==> src/rtl/evx_pkg.sv <==
package evx_pkg;

    typedef enum logic [2:0] {
        ST_IDLE    = 3'd0,
        ST_READ    = 3'd1,
        ST_WRITE   = 3'd2,
        ST_UPDATE  = 3'd3,
        ST_FORWARD = 3'd4
    } evx_state_e;

    localparam logic [1:0] FLD_SRC = 2'd0;
    localparam logic [1:0] FLD_DST = 2'd1;
    localparam logic [1:0] FLD_CNT = 2'd2;
    localparam logic [1:0] FLD_CTL = 2'd3;

    localparam int PTR_W = 16;
    localparam int DAT_W = 16;

    // Control field, bit 2 down to bit 0: source step, destination step, word width
    typedef struct packed {
        logic src_inc;
        logic dst_inc;
        logic word;
    } evx_ctl_t;

endpackage

==> src/rtl/evx_chan_regs.sv <==
module evx_chan_regs
    import evx_pkg::*;
#(
    parameter int NCHAN = 8,
    parameter int CNT_W = 8,
    parameter int CH_W  = $clog2(NCHAN)
) (
    input  logic              clk,
    input  logic              rst_n,
    input  logic              wr_en,
    input  logic [CH_W-1:0]   wr_chan,
    input  logic [1:0]        wr_sel,
    input  logic [DAT_W-1:0]  wr_data,
    output logic [DAT_W-1:0]  rd_data,
    input  logic [CH_W-1:0]   act_chan,
    input  logic              upd_en,
    output logic [PTR_W-1:0]  act_src,
    output logic [PTR_W-1:0]  act_dst,
    output logic              act_word,
    output logic [NCHAN-1:0]  cnt_zero
);

    logic [PTR_W-1:0] src_q [NCHAN];
    logic [PTR_W-1:0] dst_q [NCHAN];
    logic [CNT_W-1:0] cnt_q [NCHAN];
    evx_ctl_t         ctl_q [NCHAN];

    always_ff @(posedge clk or negedge rst_n) begin
        if (!rst_n) begin
            for (int i = 0; i < NCHAN; i++) begin
                src_q[i] <= '0;
                dst_q[i] <= '0;
                cnt_q[i] <= '0;
                ctl_q[i] <= '0;
            end
        end else begin
            for (int i = 0; i < NCHAN; i++) begin
                if (upd_en && act_chan == CH_W'(i)) begin
                    if (ctl_q[i].src_inc)
                        src_q[i] <= src_q[i] + (ctl_q[i].word ? 16'd2 : 16'd1);
                    if (ctl_q[i].dst_inc)
                        dst_q[i] <= dst_q[i] + (ctl_q[i].word ? 16'd2 : 16'd1);
                    cnt_q[i] <= cnt_q[i] - 1'b1;
                end else if (wr_en && wr_chan == CH_W'(i)) begin
                    unique case (wr_sel)
                        FLD_SRC: src_q[i] <= wr_data;
                        FLD_DST: dst_q[i] <= wr_data;
                        FLD_CNT: cnt_q[i] <= wr_data[CNT_W-1:0];
                        FLD_CTL: ctl_q[i] <= evx_ctl_t'(wr_data[2:0]);
                        default: ;
                    endcase
                end
            end
        end
    end

    generate
        for (genvar g = 0; g < NCHAN; g++) begin : g_zero
            assign cnt_zero[g] = (cnt_q[g] == '0);
        end
    endgenerate

    always_comb begin
        unique case (wr_sel)
            FLD_SRC: rd_data = src_q[wr_chan];
            FLD_DST: rd_data = dst_q[wr_chan];
            FLD_CNT: rd_data = DAT_W'(cnt_q[wr_chan]);
            FLD_CTL: rd_data = DAT_W'(ctl_q[wr_chan]);
            default: rd_data = '0;
        endcase
    end

    assign act_src  = src_q[act_chan];
    assign act_dst  = dst_q[act_chan];
    assign act_word = ctl_q[act_chan].word;

endmodule

==> src/rtl/evx_req_pick.sv <==
module evx_req_pick #(
    parameter int NCHAN = 8,
    parameter int CH_W  = $clog2(NCHAN)
) (
    input  logic            clk,
    input  logic            rst_n,
    input  logic            trig_valid,
    input  logic [CH_W-1:0] trig_chan,
    input  logic            take,
    output logic            any_req,
    output logic [CH_W-1:0] pick_chan
);

    logic [NCHAN-1:0] held_q;
    logic [NCHAN-1:0] req_vec;
    logic [NCHAN-1:0] held_d;

    always_comb begin
        req_vec = held_q;
        if (trig_valid)
            req_vec[trig_chan] = 1'b1;
        pick_chan = '0;
        for (int i = 0; i < NCHAN; i++) begin
            if (req_vec[i])
                pick_chan = CH_W'(i);
        end
        any_req = |req_vec;
        held_d  = req_vec;
        if (take)
            held_d[pick_chan] = 1'b0;
    end

    always_ff @(posedge clk or negedge rst_n) begin
        if (!rst_n)
            held_q <= '0;
        else
            held_q <= held_d;
    end

endmodule

==> src/rtl/evx_seq.sv <==
module evx_seq
    import evx_pkg::*;
#(
    parameter int NCHAN = 8,
    parameter int CH_W  = $clog2(NCHAN)
) (
    input  logic              clk,
    input  logic              rst_n,
    input  logic              any_req,
    input  logic [CH_W-1:0]   pick_chan,
    input  logic [NCHAN-1:0]  cnt_zero,
    input  logic [PTR_W-1:0]  act_src,
    input  logic [PTR_W-1:0]  act_dst,
    input  logic              act_word,
    input  logic [DAT_W-1:0]  mem_rdata,
    input  logic              mem_ack,
    output logic              take,
    output logic [CH_W-1:0]   act_chan,
    output logic              upd_en,
    output logic              mem_req,
    output logic              mem_we,
    output logic              mem_byte,
    output logic [PTR_W-1:0]  mem_addr,
    output logic [DAT_W-1:0]  mem_wdata,
    output logic              cpu_stall,
    output logic              xfer_done,
    output logic [CH_W-1:0]   done_chan,
    output logic              irq_fwd,
    output logic [CH_W-1:0]   fwd_chan
);

    evx_state_e       state_q, state_d;
    logic [DAT_W-1:0] data_q;

    always_ff @(posedge clk or negedge rst_n) begin
        if (!rst_n)
            state_q <= ST_IDLE;
        else
            state_q <= state_d;
    end

    always_comb begin
        state_d = state_q;
        unique case (state_q)
            ST_IDLE:    if (any_req) state_d = cnt_zero[pick_chan] ? ST_FORWARD : ST_READ;
            ST_READ:    if (mem_ack) state_d = ST_WRITE;
            ST_WRITE:   if (mem_ack) state_d = ST_UPDATE;
            ST_UPDATE:  state_d = ST_IDLE;
            ST_FORWARD: state_d = ST_IDLE;
            default:    state_d = ST_IDLE;
        endcase
    end

    always_ff @(posedge clk or negedge rst_n) begin
        if (!rst_n) begin
            act_chan <= '0;
            data_q   <= '0;
        end else begin
            if (state_q == ST_IDLE && any_req)
                act_chan <= pick_chan;
            if (state_q == ST_READ && mem_ack)
                data_q <= act_word ? mem_rdata : {8'h00, mem_rdata[7:0]};
        end
    end

    always_comb begin
        take      = 1'b0;
        upd_en    = 1'b0;
        mem_req   = 1'b0;
        mem_we    = 1'b0;
        mem_byte  = 1'b0;
        mem_addr  = '0;
        mem_wdata = '0;
        cpu_stall = 1'b0;
        xfer_done = 1'b0;
        done_chan = '0;
        irq_fwd   = 1'b0;
        fwd_chan  = '0;
        unique case (state_q)
            ST_IDLE: take = any_req;
            ST_READ: begin
                cpu_stall = 1'b1;
                mem_req   = 1'b1;
                mem_byte  = !act_word;
                mem_addr  = act_word ? {act_src[PTR_W-1:1], 1'b0} : act_src;
            end
            ST_WRITE: begin
                cpu_stall = 1'b1;
                mem_req   = 1'b1;
                mem_we    = 1'b1;
                mem_byte  = !act_word;
                mem_addr  = act_word ? {act_dst[PTR_W-1:1], 1'b0} : act_dst;
                mem_wdata = data_q;
            end
            ST_UPDATE: begin
                cpu_stall = 1'b1;
                upd_en    = 1'b1;
                xfer_done = 1'b1;
                done_chan = act_chan;
            end
            ST_FORWARD: begin
                irq_fwd  = 1'b1;
                fwd_chan = act_chan;
            end
            default: ;
        endcase
    end

endmodule

==> src/rtl/evx_engine.sv <==
module evx_engine
    import evx_pkg::*;
#(
    parameter int NCHAN = 8,
    parameter int CNT_W = 8,
    localparam int CH_W = $clog2(NCHAN)
) (
    input  logic              clk,
    input  logic              rst_n,
    input  logic              cfg_we,
    input  logic [CH_W-1:0]   cfg_chan,
    input  logic [1:0]        cfg_sel,
    input  logic [DAT_W-1:0]  cfg_wdata,
    output logic [DAT_W-1:0]  cfg_rdata,
    input  logic              trig_valid,
    input  logic [CH_W-1:0]   trig_chan,
    output logic              mem_req,
    output logic              mem_we,
    output logic              mem_byte,
    output logic [PTR_W-1:0]  mem_addr,
    output logic [DAT_W-1:0]  mem_wdata,
    input  logic [DAT_W-1:0]  mem_rdata,
    input  logic              mem_ack,
    output logic              cpu_stall,
    output logic              xfer_done,
    output logic [CH_W-1:0]   done_chan,
    output logic              irq_fwd,
    output logic [CH_W-1:0]   fwd_chan
);

    logic             take;
    logic             any_req;
    logic [CH_W-1:0]  pick_chan;
    logic [CH_W-1:0]  act_chan;
    logic             upd_en;
    logic [PTR_W-1:0] act_src;
    logic [PTR_W-1:0] act_dst;
    logic             act_word;
    logic [NCHAN-1:0] cnt_zero;
    logic             wr_ok;

    // The CPU cannot program channels while it is held
    assign wr_ok = cfg_we && !cpu_stall;

    evx_chan_regs #(.NCHAN(NCHAN), .CNT_W(CNT_W), .CH_W(CH_W)) u_regs (
        .clk      (clk),
        .rst_n    (rst_n),
        .wr_en    (wr_ok),
        .wr_chan  (cfg_chan),
        .wr_sel   (cfg_sel),
        .wr_data  (cfg_wdata),
        .rd_data  (cfg_rdata),
        .act_chan (act_chan),
        .upd_en   (upd_en),
        .act_src  (act_src),
        .act_dst  (act_dst),
        .act_word (act_word),
        .cnt_zero (cnt_zero)
    );

    evx_req_pick #(.NCHAN(NCHAN), .CH_W(CH_W)) u_pick (
        .clk        (clk),
        .rst_n      (rst_n),
        .trig_valid (trig_valid),
        .trig_chan  (trig_chan),
        .take       (take),
        .any_req    (any_req),
        .pick_chan  (pick_chan)
    );

    evx_seq #(.NCHAN(NCHAN), .CH_W(CH_W)) u_seq (
        .clk       (clk),
        .rst_n     (rst_n),
        .any_req   (any_req),
        .pick_chan (pick_chan),
        .cnt_zero  (cnt_zero),
        .act_src   (act_src),
        .act_dst   (act_dst),
        .act_word  (act_word),
        .mem_rdata (mem_rdata),
        .mem_ack   (mem_ack),
        .take      (take),
        .act_chan  (act_chan),
        .upd_en    (upd_en),
        .mem_req   (mem_req),
        .mem_we    (mem_we),
        .mem_byte  (mem_byte),
        .mem_addr  (mem_addr),
        .mem_wdata (mem_wdata),
        .cpu_stall (cpu_stall),
        .xfer_done (xfer_done),
        .done_chan (done_chan),
        .irq_fwd   (irq_fwd),
        .fwd_chan  (fwd_chan)
    );

endmodule

==> config.mk <==
export PLATFORM = sky130hd
export DESIGN_NAME = evx_engine
export DESIGN_NICKNAME = d
export VERILOG_FILES = /design/src/rtl/evx_pkg.sv /design/src/rtl/evx_chan_regs.sv /design/src/rtl/evx_req_pick.sv /design/src/rtl/evx_seq.sv /design/src/rtl/evx_engine.sv
export SDC_FILE = /design/constraint.sdc
export NUM_CORES = 1
export LEC_CHECK = 0
export CAP_MARGIN = 30
export CORE_AREA = 2 2 211 296
export DETAILED_ROUTE_END_ITERATION = 12
export DIE_AREA = 0 0 213 298
export DONT_BUFFER_PORTS = 1
export GPL_TIMING_DRIVEN = 1
export PLACE_DENSITY = 0.63
export SYNTH_ARGS = -nofsm -noshare
export SYNTH_HDL_FRONTEND = slang
export SYNTH_SLANG_ARGS = --single-unit
==> constraint.sdc <==
create_clock -name clk -period 3.4 [get_ports clk]
set_input_delay 0.68 -clock clk [delete_from_list [all_inputs] [get_ports clk]]
set_output_delay 0.68 -clock clk [all_outputs]
set_load 0.05 [all_outputs]
==> key figures <==
Outcome
  • Run status: complete, but fails checks
  • Failing checks: hold timing

Yosys
  • Adder-cell share of the synthesized area: 0.0303
  • Synth area leaders: dfrtp_1 (35%), mux4_2 (14%), a21oi_1 (7.6%), o21ai_0 (5.0%), nand2_1 (4.6%)
  • Main combinational cell family by area after synthesis: compound AO/OA/AOI/OAI gates
  • EDFF count, synth: 0
  • Synth Area in XOR/XNOR: 0.000647
  • Post-Syn Instances: 3017
  • Synth warnings: 0
  • Post-synthesis compound-gate area fraction: 0.238
  • Synth Register Bits: 374
  • Post-synth top area cell: dfrtp_1
  • Post-Synth Simple-Gate Area: 0.167
  • Syn Nets: 3118
  • Cell variety after synth: 90
  • Syn Area/Cell: 8.97 um2
  • Most frequently used flop master after synthesis: dfrtp_1
  • Commonest cells post-synth: a21oi_1 (413), dfrtp_1 (374), nand2_1 (329)
  • Synth Cell Area: 27100 um2
  • Top-area cell type share of the netlist area: 0.346
  • Async set-reset flop share out of synthesis: 1.00
  • Most common cell in the netlist: a21oi_1
  • Post-synthesis mux area share: 0.166
  • Register area share after synthesis: 0.346

Finish
  • # fillers: 5573
  • P&R area growth vs syn: 10.1%
  • Net count, final: 3076
  • Ant. Diodes: 0
  • Post-Layout Cell Count: 3823
  • Layout cells sized above 1: 0.151

Place
  • Inst Count DP: 3739
  • Port-buffer cells: 0
  • Placer congestion estimate: 0.978
  • Setup WS pre-CTS: 0.393 ns
  • Post-DP HPWL: 72400 um

Critical path
  • Crit-path slowest cell: or3b_4
  • Arrival @ worst endpoint: 2.61 ns
  • Reg-to-reg slack, setup: 0.42 ns
  • Origin of the critical flop-to-flop path: u_regs.ctl_q[9]$_DFFE_PN0P_
  • Crit path required time: 2.72 ns
  • Worst Setup SP: u_seq.state_q[0]$_DFFE_PN0P_
  • Crit path cell chain: or3b_4 > o22ai_1 > buf_4
  • Nature of the critical path endpoint: primary output
  • Crit start category: flop
  • Max FO, Critical Path: 19
  • CP Class: flop to primary output
  • CP peak stage delay: 0.62 ns

Clock network
  • Max Buffers Root-to-Sink: 3
  • CTS tree: done
  • Reg clk slew, reported paths: 0.06 ns
  • Cts bufs inserted: 44
  • H-Tree Depth: 2
  • Clk sinks: 374
  • Clock root buffer: clkbuf_16
  • Worst-Skew Late Latency: 0.59 ns

Power
  • Worst vdd ir: 415 uV
  • Leak Pwr: 11.9 nW
  • Total power: 26.5 mW
  • PD cells: 890 nW/um2

Flow run
  • Max Cap Viol: 0

Timing
  • Hold_ws: -0.211 ns
  • Max Freq: 304 MHz
  • Slew Viols, Final: 0
  • Max-slew headroom: 0.0653
  • Setup ws final: 0.111 ns
  • Final hold vios: 97
  • Number of setup violations in the final report: 0
  • Post-Route Setup TNS: 0 ns
  • Post-layout min period: 3.29 ns
  • Final period util: 0.967
  • Worst slew pin tran: 1.40 ns
  • Final Skew: 0.0193 ns
  • RSZ-0062 raised after global routing: no

GRT
  • M3 GR Usage: 0.0564
  • First-pass GRT wire length: 152000 um
  • GR Layer Usage met2: 0.517
  • Initial antenna violation count: 0
  • Grt peak-use layer: met2
  • Vias in the first global route: 25.3k
  • Met1 usage: 0.396
  • Global router's overall resource usage: 0.315
  • Largest net degree at the start of global routing: 375
  • Overflow after GRT: 0

Detailed routing
  • Vias per cell: 6.74
  • Via count: 25.8k
  • Final wirelength: 101000 um
  • Routed Antenna Nets: 0
  • Drt drc: 0
  • DRT Pass-1 Iters: 7
  • Iter 0 DRT Violations: 2745
  • Avg WL per Cell: 26.4 um

Floorplan
  • Core box area: 60600 um2
  • Starting density of the core: 0.446
  • IO Pins: 105
  • Die area: 63500 um2
  • Number of core rows: 107
  • Die W: 213 um
  • Die H: 298 um

Hold path
  • Worst hold path class: input port to async pin
-- power by group --
| group | switching (mW) | total, mW | leakage [nW] | internal [mW] |
|---|---|---|---|---|
| Clock | 2.07 | 5.02 | 0.723 | 2.95 |
| Sequential | 3.59 | 10.1 | 4.56 | 6.48 |
| Combinational | 6.18 | 11.4 | 6.65 | 5.25 |
| Total | 11.8 | 26.5 | 11.9 | 14.7 |
-- cell usage in the layout, fill, tap and decap left out, drive strengths merged, types with 20 or more instances in the layout --
cell type,synthesis,layout
mux4,164,164
mux2,24,24
o21ai,284,284
nor3,45,45
inv,110,110
mux2i,52,52
nand4,30,30
dfrtp,374,374
ha,40,40
o22a,45,45
nand3,98,98
and2,31,31
clkbuf,120,62
buf,107,139
and3,40,40
nor2,229,229
a2bb2oi,22,22
nand2,330,330
a31oi,29,29
nand2b,20,20
o22ai,87,87
o211ai,22,22
a21oi,413,413
-- kinds of logic (layout without fill, tap and decap cells) --
| family | after synthesis | after routing |
|---|---|---|
| buffers and inverters | 337 | 326 |
| muxes | 240 | 240 |
| adders and majority gates | 56 | 56 |
| xor gates and xnor gates | 2 | 2 |
| AOI/OAI and AO/OA | 1072 | 1072 |
| DFF | 374 | 374 |
| and+or+nand+nor | 936 | 936 |
-- path summary, 6_finish.rpt --
path / to / cells after the start
max in group asynchronous: u_regs.src_q[62]$_DFFE_PN0P_ / 0
worst min-delay path: u_regs.src_q[108]$_DFFE_PN0P_ / 0
worst max-delay path: mem_addr[15] / 3
worst min register to register: u_seq.data_q[5]$_DFFE_PN0P_ / 2
min in group clk: u_seq.data_q[5]$_DFFE_PN0P_ / 2
worst max register to register: u_regs.src_q[60]$_DFFE_PN0P_ / 10
-- cell type report --
type	instances	area [um2]	share of cell area
Clock inverter	15	203	0.00680
Timing Repair Buffer	139	1210	0.0406
Inverter	110	413	0.0139
Tap cell	817	1020	0.0343
Multi-Input combinational cell	2306	16300	0.548
Sequential cell	374	9370	0.314
Clock buffer	62	1260	0.0423
-- per-stage QoR --
step	util	cell area, um2
finish	0.491	29800
global route	0.491	29800
CTS	0.491	29800
detailed placement	0.466	28200
global placement	0.465	28200
floorplan	-	27100
-- critical path: cells and delay by family, from the launching register on --
| kind | cells | cell delay [ns] |
|---|---|---|
| simple gates | 1 | 0.62 |
| flops | 1 | 0.61 |
| compound gates | 1 | 0.47 |
| buf+inv | 1 | 0.30 |
-- sequential cells by signal, summed over array words and instances, names as in the netlist --
| register | count |
|---|---|
| u_regs.src_q | 128 |
| u_seq.data_q | 16 |
| u_pick.held_q | 8 |
| u_regs.ctl_q | 24 |
| u_seq.state_q | 3 |
| u_regs.dst_q | 128 |
| u_seq.act_chan | 3 |
| u_regs.cnt_q | 64 |
-- what timing repair did --
action / 4_1_cts / 5_1_grt
setup buffers: 6 / 1
setup endpoints to repair: 33 / 2
gates resized for setup: 2 / 0
hold endpoints to repair: 374 / 374
-- per-layer routing --
metal,part of all wire,vias up
li1,-,11200
met1,0.38,12900
met2,0.48,1326
met3,0.085,279
met4,0.054,0
met5,0,-
No activity file was read; power rests on OpenSTA's default activity.
